<file path="src/rtl/smb_pkg.sv">
// Shared constants and types of the bus register slave.
// Assumes an 8-bit register pointer and byte-wide registers.
package smb_pkg;
    localparam int BYTE_W = 8;
    localparam int PTR_W  = 8;
    localparam int CNT_W  = 4;

    localparam logic [4:0]        ADDR_PREFIX = 5'b10101;
    localparam logic [PTR_W-1:0]  ID_BASE     = 8'h93;
    localparam logic [BYTE_W-1:0] ID_MAKER    = 8'h41;
    localparam logic [BYTE_W-1:0] ID_PART     = 8'h3E;

    typedef enum logic [2:0] {
        ST_IDLE,
        ST_ADDR,
        ST_AACK,
        ST_WBYTE,
        ST_WACK,
        ST_RBYTE,
        ST_RACK
    } smb_state_e;
endpackage

</file>
<file path="src/rtl/smb_sync_edge.sv">
// Line conditioner: brings SCL and SDA into the clock domain through a
// SYNC_STAGES-deep flop chain and flags SCL edges, START and STOP.
// Assumes each bus phase is longer than SYNC_STAGES+1 clocks.
module smb_sync_edge #(
    parameter int SYNC_STAGES = 2
) (
    input  logic clk,
    input  logic rst_n,
    input  logic scl_i,
    input  logic sda_i,
    output logic scl_s,
    output logic sda_s,
    output logic scl_rise,
    output logic scl_fall,
    output logic start_det,
    output logic stop_det
);
    logic [SYNC_STAGES-1:0] scl_ff;
    logic [SYNC_STAGES-1:0] sda_ff;
    logic                   scl_d;
    logic                   sda_d;

    // Synchroniser chains, idle-high after reset.
    always_ff @(posedge clk) begin
        if (!rst_n) begin
            scl_ff <= '1;
            sda_ff <= '1;
        end else begin
            scl_ff <= {scl_ff[SYNC_STAGES-2:0], scl_i};
            sda_ff <= {sda_ff[SYNC_STAGES-2:0], sda_i};
        end
    end

    // One-cycle history of the synchronised lines for edge detection.
    always_ff @(posedge clk) begin
        if (!rst_n) begin
            scl_d <= 1'b1;
            sda_d <= 1'b1;
        end else begin
            scl_d <= scl_s;
            sda_d <= sda_s;
        end
    end

    // Edge and bus-condition decode.
    always_comb begin
        scl_s     = scl_ff[SYNC_STAGES-1];
        sda_s     = sda_ff[SYNC_STAGES-1];
        scl_rise  = scl_s & ~scl_d;
        scl_fall  = ~scl_s & scl_d;
        start_det = scl_s & scl_d & sda_d & ~sda_s;
        stop_det  = scl_s & scl_d & ~sda_d & sda_s;
    end
endmodule

</file>
<file path="src/rtl/smb_bus_fsm.sv">
// Byte engine: follows the bus bit by bit on SCL edges, matches the
// address, drives acknowledge and read data, and owns the register pointer.
// Assumes the conditioned strobes of smb_sync_edge. All SDA changes are
// made on a detected SCL fall, so they happen while SCL is low.
module smb_bus_fsm
    import smb_pkg::*;
(
    input  logic              clk,
    input  logic              rst_n,
    input  logic              sda_s,
    input  logic              scl_rise,
    input  logic              scl_fall,
    input  logic              start_det,
    input  logic              stop_det,
    input  logic [1:0]        strap,
    input  logic              busy,
    input  logic [BYTE_W-1:0] rd_data,
    output logic              sda_oe,
    output logic [PTR_W-1:0]  ptr,
    output logic              wr_en,
    output logic [PTR_W-1:0]  wr_addr,
    output logic [BYTE_W-1:0] wr_data,
    output logic              addr_ack,
    output logic              idle
);
    smb_state_e        state;
    logic [CNT_W-1:0]  cnt;
    logic [BYTE_W-1:0] shreg;
    logic              rw;
    logic              first;
    logic              macked;
    logic              addr_hit;

    // Address compare against fixed prefix plus straps.
    always_comb begin
        addr_hit = (shreg[7:1] == {ADDR_PREFIX, strap});
        idle     = (state == ST_IDLE);
    end

    // Main transfer sequencer.
    always_ff @(posedge clk) begin
        if (!rst_n) begin
            state    <= ST_IDLE;
            cnt      <= '0;
            shreg    <= '0;
            rw       <= 1'b0;
            first    <= 1'b0;
            macked   <= 1'b0;
            sda_oe   <= 1'b0;
            ptr      <= '0;
            wr_en    <= 1'b0;
            wr_addr  <= '0;
            wr_data  <= '0;
            addr_ack <= 1'b0;
        end else begin
            wr_en    <= 1'b0;
            addr_ack <= 1'b0;
            if (start_det) begin
                state  <= ST_ADDR;
                cnt    <= '0;
                sda_oe <= 1'b0;
            end else if (stop_det) begin
                state  <= ST_IDLE;
                sda_oe <= 1'b0;
            end else begin
                case (state)
                    ST_ADDR: begin
                        if (scl_rise) begin
                            shreg <= {shreg[6:0], sda_s};
                            cnt   <= cnt + 1'b1;
                        end else if (scl_fall && cnt == 4'd8) begin
                            if (addr_hit && !busy) begin
                                sda_oe   <= 1'b1;
                                rw       <= shreg[0];
                                addr_ack <= 1'b1;
                                state    <= ST_AACK;
                            end else begin
                                state <= ST_IDLE;
                            end
                        end
                    end
                    ST_AACK: begin
                        if (scl_fall) begin
                            cnt <= '0;
                            if (rw) begin
                                shreg  <= rd_data;
                                sda_oe <= ~rd_data[7];
                                state  <= ST_RBYTE;
                            end else begin
                                sda_oe <= 1'b0;
                                first  <= 1'b1;
                                state  <= ST_WBYTE;
                            end
                        end
                    end
                    ST_WBYTE: begin
                        if (scl_rise) begin
                            shreg <= {shreg[6:0], sda_s};
                            cnt   <= cnt + 1'b1;
                        end else if (scl_fall && cnt == 4'd8) begin
                            sda_oe <= 1'b1;
                            first  <= 1'b0;
                            state  <= ST_WACK;
                            if (first) begin
                                ptr <= shreg;
                            end else begin
                                wr_en   <= 1'b1;
                                wr_addr <= ptr;
                                wr_data <= shreg;
                                ptr     <= ptr + 1'b1;
                            end
                        end
                    end
                    ST_WACK: begin
                        if (scl_fall) begin
                            sda_oe <= 1'b0;
                            cnt    <= '0;
                            state  <= ST_WBYTE;
                        end
                    end
                    ST_RBYTE: begin
                        if (scl_rise) begin
                            cnt <= cnt + 1'b1;
                        end else if (scl_fall) begin
                            if (cnt == 4'd8) begin
                                sda_oe <= 1'b0;
                                ptr    <= ptr + 1'b1;
                                state  <= ST_RACK;
                            end else begin
                                shreg  <= {shreg[6:0], 1'b0};
                                sda_oe <= ~shreg[6];
                            end
                        end
                    end
                    ST_RACK: begin
                        if (scl_rise) begin
                            macked <= ~sda_s;
                        end else if (scl_fall) begin
                            if (macked) begin
                                shreg  <= rd_data;
                                sda_oe <= ~rd_data[7];
                                cnt    <= '0;
                                state  <= ST_RBYTE;
                            end else begin
                                state <= ST_IDLE;
                            end
                        end
                    end
                    default: ;
                endcase
            end
        end
    end
endmodule

</file>
<file path="src/rtl/smb_regfile.sv">
// Register store: NUM_RW writable byte registers from address 0 upward,
// a read-only identity bank at ID_BASE..ID_BASE+4, zero elsewhere.
// Assumes NUM_RW is a power of two no larger than 128.
module smb_regfile
    import smb_pkg::*;
#(
    parameter int                NUM_RW = 16,
    parameter logic [BYTE_W-1:0] REV_ID = 8'h02,
    parameter logic [BYTE_W-1:0] MARK_A = 8'h5A,
    parameter logic [BYTE_W-1:0] MARK_B = 8'hC3
) (
    input  logic              clk,
    input  logic              rst_n,
    input  logic              wr_en,
    input  logic [PTR_W-1:0]  wr_addr,
    input  logic [BYTE_W-1:0] wr_data,
    input  logic [PTR_W-1:0]  rd_addr,
    output logic [BYTE_W-1:0] rd_data
);
    localparam int IDX_W = $clog2(NUM_RW);

    logic [NUM_RW-1:0][BYTE_W-1:0] regs;
    logic [NUM_RW-1:0]             wsel;

    // Per-register write select.
    for (genvar gi = 0; gi < NUM_RW; gi++) begin : g_wsel
        assign wsel[gi] = wr_en && (wr_addr == PTR_W'(gi));
    end

    // Writable register storage.
    always_ff @(posedge clk) begin
        if (!rst_n) begin
            regs <= '0;
        end else begin
            for (int i = 0; i < NUM_RW; i++) begin
                if (wsel[i]) regs[i] <= wr_data;
            end
        end
    end

    // Read decode over writable, identity and empty space.
    always_comb begin
        rd_data = '0;
        if (rd_addr < PTR_W'(NUM_RW)) begin
            rd_data = regs[rd_addr[IDX_W-1:0]];
        end else begin
            case (rd_addr)
                ID_BASE:         rd_data = ID_MAKER;
                ID_BASE + 8'd1:  rd_data = ID_PART;
                ID_BASE + 8'd2:  rd_data = REV_ID;
                ID_BASE + 8'd3:  rd_data = MARK_A;
                ID_BASE + 8'd4:  rd_data = MARK_B;
                default:         rd_data = '0;
            endcase
        end
    end
endmodule

</file>
<file path="src/rtl/smb_regport.sv">
// Top of the bus register slave: line conditioner, byte engine and
// register store. SDA is open drain; sda_oe_o high pulls it low.
// Assumes busy_i is synchronous to clk.
module smb_regport
    import smb_pkg::*;
#(
    parameter int                SYNC_STAGES = 2,
    parameter int                NUM_RW      = 16,
    parameter logic [BYTE_W-1:0] REV_ID      = 8'h02,
    parameter logic [BYTE_W-1:0] MARK_A      = 8'h5A,
    parameter logic [BYTE_W-1:0] MARK_B      = 8'hC3
) (
    input  logic       clk,
    input  logic       rst_n,
    input  logic       scl_i,
    input  logic       sda_i,
    input  logic [1:0] strap_i,
    input  logic       busy_i,
    output logic       sda_oe_o
);
    logic              scl_s;
    logic              sda_s;
    logic              scl_rise;
    logic              scl_fall;
    logic              start_det;
    logic              stop_det;
    logic [PTR_W-1:0]  reg_ptr;
    logic              wr_en;
    logic [PTR_W-1:0]  wr_addr;
    logic [BYTE_W-1:0] wr_data;
    logic [BYTE_W-1:0] rd_data;
    logic              addr_ack;
    logic              fsm_idle;

    smb_sync_edge #(.SYNC_STAGES(SYNC_STAGES)) u_sync (
        .clk       (clk),
        .rst_n     (rst_n),
        .scl_i     (scl_i),
        .sda_i     (sda_i),
        .scl_s     (scl_s),
        .sda_s     (sda_s),
        .scl_rise  (scl_rise),
        .scl_fall  (scl_fall),
        .start_det (start_det),
        .stop_det  (stop_det)
    );

    smb_bus_fsm u_fsm (
        .clk       (clk),
        .rst_n     (rst_n),
        .sda_s     (sda_s),
        .scl_rise  (scl_rise),
        .scl_fall  (scl_fall),
        .start_det (start_det),
        .stop_det  (stop_det),
        .strap     (strap_i),
        .busy      (busy_i),
        .rd_data   (rd_data),
        .sda_oe    (sda_oe_o),
        .ptr       (reg_ptr),
        .wr_en     (wr_en),
        .wr_addr   (wr_addr),
        .wr_data   (wr_data),
        .addr_ack  (addr_ack),
        .idle      (fsm_idle)
    );

    smb_regfile #(
        .NUM_RW (NUM_RW),
        .REV_ID (REV_ID),
        .MARK_A (MARK_A),
        .MARK_B (MARK_B)
    ) u_regs (
        .clk     (clk),
        .rst_n   (rst_n),
        .wr_en   (wr_en),
        .wr_addr (wr_addr),
        .wr_data (wr_data),
        .rd_addr (reg_ptr),
        .rd_data (rd_data)
    );
endmodule

</file>
<file path="config.mk">
export PLATFORM = sky130hd
export DESIGN_NAME = smb_regport
export DESIGN_NICKNAME = d
export VERILOG_FILES = /design/src/rtl/smb_pkg.sv /design/src/rtl/smb_sync_edge.sv /design/src/rtl/smb_bus_fsm.sv /design/src/rtl/smb_regfile.sv /design/src/rtl/smb_regport.sv
export SDC_FILE = /design/constraint.sdc
export NUM_CORES = 1
export LEC_CHECK = 0
export ABC_AREA = 1
export BUFFER_PORTS_ARGS = -buffer_cell sky130_fd_sc_hd__buf_2
export CAP_MARGIN = 10
export CORE_ASPECT_RATIO = 1.1
export CORE_MARGIN = 2
export CORE_UTILIZATION = 60
export CTS_CLUSTER_DIAMETER = 50
export DETAILED_ROUTE_END_ITERATION = 7
export PLACE_DENSITY = 0.84
export SETUP_SLACK_MARGIN = 0.1
export SLEW_MARGIN = 5
export SYNTH_ARGS = -nofsm -noshare
export SYNTH_HDL_FRONTEND = slang
export SYNTH_HIERARCHICAL = 1
export SYNTH_SLANG_ARGS = --single-unit
</file>
<file path="constraint.sdc">
create_clock -name clk -period 2.31 [get_ports clk]
set_input_delay 0.3465 -clock clk [delete_from_list [all_inputs] [get_ports clk]]
set_output_delay 0.3465 -clock clk [all_outputs]
set_load 0.01 [all_outputs]
</file>
==> impl_metrics.tcl, run 1 <==
set metrics [dict create \
    final_net_count 1368 \
    grt_max_degree 81 \
    cts_tree "done" \
    num_antenna_cells 0 \
    tightest_slew_ps 920 \
    multiInputGateArea_um2 4640 \
    slew_violations 0 \
    max_cap_viol_count 0 \
    clock_skew_ps 9.02 \
    comb_power_share_pct 19.0 \
    critPathKind "reg2reg" \
    drt_iter0_drc 835 \
    start_kind "flop" \
    row_count 46 \
    ys.warnings.count 6 \
    drive_gt1_share_pct 8.47 \
    whs_ps 84.5 \
    area_growth_pct 8.34 \
    mostFrequentLayoutCells "nand2_1, nor2_1, dfxtp_1" \
    regToRegStartpoint "u_fsm/ptr[1]" \
    setup.worst_path.end_class "flop" \
    die_h_um 132 \
    coreArea_um2 14500 \
    grt_pass1_vias 8411 \
    setup_tns_ps 0 \
    die_width_um 121 \
    synth_area_um2 8980 \
    setup_viol 0 \
    routed_wl_mm 24.9 \
    syn_nets 1393 \
    arrival_ps 2390 \
    hp-class "in2reg" \
    p_seq_share_pct 41.9 \
    postCtsHoldBufs 0 \
    status "finished clean" \
    post-route-period-util_pct 89.5 \
    synthCells 1383 \
    initial_core_util_pct 61.9 \
    swShare_pct 30.8 \
    switching_power_mw 2.43 \
    dr.pass1.iters 5 \
    clockPowerShare_pct 39.1 \
    worstReg2RegEnd "u_fsm/sda_oe" \
    die_area_um2 16000 \
    finalPower_mw 7.90 \
    r2r_cells 12 \
    power.density_nw_per_um2 812 \
    hp-start "sda_i" \
    antenna_found_initial 0 \
    grt_overflow_total 0 \
    numCtsBuffers 17 \
    path_clk_slew_ps 60 \
    grt_use_total_pct 32.1 \
    vias 9005 \
    grt_pass1_wl_mm 41.2 \
    synth_area_per_cell_um2 6.49 \
    postRouteAntennaNets 0 \
    rrSetupSlack_ps 240 \
    rsz0062_at_grt "yes" \
    slew_headroom_pct 38.6 \
    wire_per_inst_um 15.9 \
    gp_congestion 0.952 \
    cts_root_buf "clkbuf_16" \
    fill_cells 1332 \
    ir_drop_uv 508 \
    place.detailed.hpwl_mm 16.2 \
    drc_errors 0 \
    seq_area_um2 3560 \
    cp_slowest_stage_delay_ps 530 \
    leakage_nw 4.06 \
    layout_commonest_cell "nand2_1" \
    hold_end "u_sync/sda_ff[0]" \
    hold_depth 3 \
    slowest_stage "dfxtp_1" \
    pin_count 8 \
    p_int_mw 5.47 \
    cts_max_path_buffers 2 \
    vias_per_cell 5.77 \
    path_cells "buf_4 > nand2_1 > nand2_1 > nand2_1 > nand3_1 > nor2_1 > nor2_1 > a21oi_1 > nor2_1 > nand3_1 > nand2_1 > nor2_1" \
    clk_latency_ps 430 \
    critPathMaxFanout 21 \
    h-tree-depth 4 \
    io_buffers 7 \
    period_needed_ps 2070 \
    fmax_mhz 484 \
    hold_violations 0 \
    required_ps 2630 \
    clock_sinks 178 \
]
==> stage by stage <==
stage	area (µm²)	utilization, %	instances	setup slack (ps)
after floorplan	8980	-	1383	626
after global placement	9090	62.7	1531	340
after detailed placement	9090	62.7	1531	337
after CTS	9730	67.1	1562	309
after global routing	9730	67.1	1562	82.8
final	9730	67.1	1562	242
==> worst max-delay path, delay by kind of cell (launching register included) <==
kind / cells / cell delay [ps]
simple gates: 10 / 1010
flops: 1 / 530
buf+inv: 1 / 350
compound gates: 1 / 70
==> repair_timing <==
action                     in CTS  in global routing
buffers inserted                0                  0
setup endpoints to repair       0                  2
hold endpoints to repair        0                  0
gates resized for setup         0                  3
==> per-layer routing <==
layer	GRT usage [%]	part of all wire (%)	vias up
met2	52.0	46	392
met4	14.5	4.1	0
met1	40.8	41	4113
met5	0	0	-
li1	-	-	4407
met3	7.14	8.6	93
==> layout make-up <==
type / count / area share, %
well taps: 192 / 2.47
flip-flops and latches: 178 / 36.6
inverters: 92 / 3.64
repair buffers: 37 / 3.09
multi-input cells: 1032 / 47.7
clock inverters: 12 / 1.85
clock buffers: 19 / 4.65
==> worst max path at each step <==
stage | endpoint | start | cells after the start | slack [ps]
after floorplan | u_fsm/sda_oe | u_fsm/ptr[0] | 17 | 630
after global placement | u_fsm/sda_oe | u_fsm/ptr[2] | 11 | 340
after detailed placement | u_fsm/sda_oe | u_fsm/ptr[2] | 11 | 340
after CTS | u_fsm/sda_oe | u_fsm/ptr[1] | 12 | 310
after global routing | u_fsm/sda_oe | u_fsm/ptr[0] | 13 | 80
final | u_fsm/sda_oe | u_fsm/ptr[1] | 12 | 240
==> sequential cells by signal, summed over array words and instances (netlist names), 2 cells and up <==
signal / cells
u_regs/regs: 128
u_fsm/ptr: 8
u_fsm/shreg: 8
u_fsm/wr_addr: 8
u_fsm/wr_data: 8
u_fsm/cnt: 4
u_fsm/state: 3
u_sync/scl_ff: 2
u_sync/sda_ff: 2
==> power groups by stage <==
stage | sequential, mW | combinational, mW | clock [mW]
3_5_place_dp | 3.38 | 1.45 | 0
3_3_place_gp | 3.38 | 1.43 | 0
6_report | 3.31 | 1.50 | 3.09
4_1_cts | 3.31 | 1.46 | 3.13
2_1_floorplan | 3.30 | 1.22 | 0
5_1_grt | 3.32 | 1.69 | 3.24
(Power assumes the default switching activity.)
==> inputs of run 2 (changes only) <==
Settings changed: RECOVER_POWER set to 50, SETUP_SLACK_MARGIN 0.1 to 0.3.
==> run 2 against run 1 <==
- critical endpoint is now u_fsm/state[0]
- clock power about the same
- largest power group unchanged
- design area up 0.49%
- die area unchanged
==> impl_metrics.tcl, run 2 (synthesized netlist as in run 1, its figures left out) <==
set metrics [dict create \
    status "finished clean" \
    mostFrequentLayoutCells "nand2_1, nor2_1, dfxtp_1" \
    drc_errors 0 \
    grt_pass1_vias 8411 \
    finalPower_mw 7.94 \
    critPathKind "reg2reg" \
    cpLargestDelayFamily "simple AND/OR/NAND/NOR gates" \
    cts_tree "done" \
    gp_congestion 0.952 \
    die_width_um 121 \
    rsz0062_at_grt "yes" \
    period_needed_ps 1960 \
    cts_max_path_buffers 2 \
    grt_overflow_total 0 \
    wire_per_inst_um 16.2 \
    clock_sinks 178 \
    row_count 46 \
    slew_violations 0 \
    hp-class "in2reg" \
    postRouteAntennaNets 0 \
    grt_use_total_pct 32.1 \
    ir_drop_uv 544 \
    drive_gt1_share_pct 8.53 \
    setup_tns_ps 0 \
    die_h_um 132 \
    numCtsBuffers 17 \
    power.density_nw_per_um2 812 \
    pin_count 8 \
    rrSetupSlack_ps 350 \
    slowest_stage "dfxtp_1" \
    clock_skew_ps 9.26 \
    io_buffers 7 \
    h-tree-depth 4 \
    arrival_ps 2280 \
    regMostFlops "u_regs/regs" \
    fmax_mhz 510 \
    dr.pass1.iters 6 \
    required_ps 2630 \
    setup.worst_path.end_class "flop" \
    die_area_um2 16000 \
    num_antenna_cells 0 \
    slew_headroom_pct 38.9 \
    cts_root_buf "clkbuf_16" \
    routed_wl_mm 25.4 \
    grt_max_degree 81 \
    drt_iter0_drc 919 \
    cp_slowest_stage_delay_ps 550 \
    antenna_found_initial 0 \
    leakage_nw 4.07 \
    post-route-period-util_pct 84.9 \
    coreArea_um2 14500 \
    hold_violations 0 \
    path_common_cell "nand2_1" \
    final_area_um2 9780 \
    largest_reg_flops 128 \
    area_growth_pct 8.87 \
    path_buf_inv 1 \
    tightest_slew_ps 915 \
    path_clk_slew_ps 70 \
    vias 9081 \
    vias_per_cell 5.81 \
    setup_viol 0 \
    place_area_um2 9090 \
    critPathMaxFanout 9 \
    clk_latency_ps 430 \
    initial_core_util_pct 61.9 \
    max_cap_viol_count 0 \
    grt_pass1_wl_mm 41.2 \
    path_cells "clkbuf_1 > nand2_1 > nor2_1 > nand2_1 > nand2_1 > nor2_1 > nand2_1 > nand3_1 > nand2_1 > nor2_1" \
    place.detailed.hpwl_mm 16.2 \
    final_net_count 1370 \
    layout_commonest_cell "nand2_1" \
    start_kind "flop" \
]
-- run 2: final timing paths --
check	endpoint	start	depth (start not counted)
max	u_fsm/state[0]	u_fsm/state[2]	10
min	u_sync/sda_ff[0]	sda_i	3
max reg2reg	u_fsm/state[0]	u_fsm/state[2]	10
min reg2reg	u_sync/sda_ff[1]	u_sync/sda_ff[0]	2
-- run 2: metrics by stage --
stage | setup WS (ps) | cells | utilization [%] | hold slack [ps]
2_1_floorplan | 626 | 1383 | - | 380
3_3_place_gp | 340 | 1531 | 62.7 | 410
3_5_place_dp | 337 | 1531 | 62.7 | 411
4_1_cts | 309 | 1562 | 67.1 | 71.9
5_1_grt | 174 | 1564 | 67.4 | 92.0
6_report | 350 | 1564 | 67.4 | 79.6
-- run 2: cell type report --
type,instances,area [µm²]
Sequential cell,178,3570
Clock inverter,12,180
Timing Repair Buffer,39,334
Fill cell,1325,4730
Tap cell,192,240
Inverter,92,362
Clock buffer,19,453
Multi-Input combinational cell,1032,4640
-- run 2: layer usage --
layer	GRT usage, %	routed length, µm
met4	14.5	1060
met1	40.8	10400
met5	0	0
met2	52.0	11800
met3	7.14	2170
-- run 2: worst reg2reg max path, delay by kind of cell (launching register included) --
family	cells	cell delay, ps
buffers and inverters	1	290
flip-flops	1	550
AND/OR/NAND/NOR	9	1020
-- run 2: where the power goes --
group	leakage [nW]	switching (mW)	internal [mW]	total [mW]
sequential	1.44	0.143	3.18	3.32
combinational	2.33	1.10	0.429	1.53
clock	0.305	1.23	1.87	3.09
total	4.07	2.47	5.47	7.94
-- run 2: timing repair --
action,CTS,global route
gates resized for setup,0,19
setup buffers,0,1
endpoints found under the hold margin,0,0
setup endpoints to repair,0,61
hold buffers,0,0
==> inputs of run 3 (changes only) <==
Settings changed: ABC_AREA 1 to 0.
Clock period 2.31 ns to 2 ns, I/O delays scaled along.
==> run 3 against run 2 <==
- the run now ends with capacitance limit, slew limit, setup timing left
- setup slack worse by 600 ps
- sequential share of layout area decreased by 2.5 points
- register-to-register slack got worse by 600 ps
- critical path depth is the same
- utilization is 6.3 points higher
- sequential power rose by 7.8%
- critical path type unchanged
- highest routed layer unchanged
==> impl_metrics.tcl, run 3 <==
set metrics [dict create \
    status "finished, violations left" \
    violations "capacitance limit, slew limit, setup timing" \
    drc_errors 0 \
    grt_most_used_layer "met2" \
    die_h_um 130 \
    critPathMaxFanout 5 \
    use_met1_pct 38.6 \
    ys.warnings.count 6 \
    grt_pass1_wl_mm 37.6 \
    path_cells "buf_6 > buf_12 > buf_6 > buf_6 > mux4_2 > mux2_4 > a21oi_2 > o21ai_1 > nand2_1 > a311oi_1" \
    final_area_um2 10600 \
    cp_slowest_stage_delay_ps 530 \
    layout_commonest_cell "dfxtp_1" \
    mostFrequentLayoutCells "dfxtp_1, mux2i_1, nor2b_1" \
    fmax_mhz 444 \
    postRouteAntennaNets 0 \
    hp-class "in2reg" \
    required_ps 2310 \
    gp_congestion 0.924 \
    coreArea_um2 14300 \
    power.density_nw_per_um2 672 \
    grt_use_total_pct 31.7 \
    vias 7163 \
    gr-usage-met3_pct 7.69 \
    path_clk_slew_ps 70 \
    setup_ws_ps -250 \
    drt_iter0_drc 878 \
    synthCells 846 \
    h-tree-depth 4 \
    whs_ps 44.7 \
    period_needed_ps 2250 \
    clock_skew_ps 8.59 \
    dp_slack_ps -211 \
    slowest_stage "mux4_2" \
    die_area_um2 15500 \
    dr.pass1.iters 5 \
    hold_violations 0 \
    ir_drop_uv 593 \
    routed_wl_mm 24.9 \
    drive_gt1_share_pct 27.8 \
    antenna_found_initial 0 \
    synth_area_um2 8710 \
    setup_viol 34 \
    wire_per_inst_um 22.3 \
    num_antenna_cells 0 \
    leakage_nw 4.18 \
    critPathKind "reg2reg" \
    syn_nets 856 \
    rsz0062_at_grt "yes" \
    row_count 46 \
    grt_max_degree 108 \
    start_kind "flop" \
    max_cap_viol_count 1 \
    place.detailed.hpwl_mm 14.8 \
    arrival_ps 2560 \
    cts_root_buf "clkbuf_16" \
    slew_headroom_pct -2.78 \
    clock_sinks 178 \
    synth_area_per_cell_um2 10.3 \
    tightest_slew_ps 1540 \
    setup.worst_path.end_class "flop" \
    postLayoutCoreUtil_pct 73.7 \
    numCtsBuffers 17 \
    cts_max_path_buffers 2 \
    regMostFlops "u_regs/regs" \
    largest_reg_flops 128 \
    post-route-period-util_pct 112 \
    initial_core_util_pct 60.7 \
    slew_violations 108 \
    area_growth_pct 21.4 \
    pin_count 8 \
    vias_per_cell 6.41 \
    setup_tns_ps -2030 \
    die_width_um 119 \
    place_area_um2 9310 \
    final_net_count 923 \
    grt_pass1_vias 6892 \
    grt_overflow_total 0 \
    clk_latency_ps 440 \
    cts_tree "done" \
    io_buffers 7 \
    met2_usage_pct 52.3 \
    postCtsHoldBufs 0 \
    path_common_cell "buf_6" \
]
-- run 3: final timing paths --
check / end / startpoint / depth (start not counted) / slack [ps]
worst max-delay path: u_fsm/shreg[3] / u_fsm/ptr[0] / 10 / -250
worst min-delay path: u_sync/scl_ff[0] / scl_i / 2 / 40
worst max register to register: u_fsm/shreg[3] / u_fsm/ptr[0] / 10 / -250
worst min register to register: u_sync/scl_ff[1] / u_sync/scl_ff[0] / 1 / 400
-- run 3: critical path, delay by kind of cell (launching register included) --
kind | cells | cell delay [ps]
compound gates | 3 | 370
buf+inv | 4 | 440
flops | 1 | 400
mux | 2 | 840
simple gates | 1 | 70
-- run 3: metal layers --
metal / wire (µm) / share of wire [%] / up-vias
met5: 0 / 0 / -
met4: 1120 / 4.5 / 0
met2: 12000 / 48 / 398
met1: 9830 / 39 / 3519
li1: - / - / 3153
met3: 1970 / 7.9 / 93
-- run 3: area by class of cell --
class,count,area [µm²]
Clock buffer,17,425
Sequential cell,178,3590
Fill cell,863,3760
Tap cell,192,240
Clock inverter,15,156
Timing Repair Buffer,108,946
Inverter,10,40.0
Multi-Input combinational cell,598,5170
-- run 3: repair_timing --
action,4_1_cts,5_1_grt
setup buffers,21,10
gates resized for setup,65,57
cloned,2,1
setup endpoints to repair,77,123
pin swaps,31,21
-- run 3: power breakdown --
part	total, mW	switching (mW)	internal (mW)
Clock	3.33	1.47	1.85
Sequential	3.58	0.0245	3.55
Combinational	0.201	0.108	0.0938
Total	7.10	1.61	5.50
-- run 3: metrics by stage --
step / cells / power [mW]
final: 1118 / 7.10
after detailed placement: 1052 / 3.85
after global placement: 1052 / 3.84
after CTS: 1107 / 7.10
after floorplan: 846 / 3.79
after global routing: 1118 / 7.29
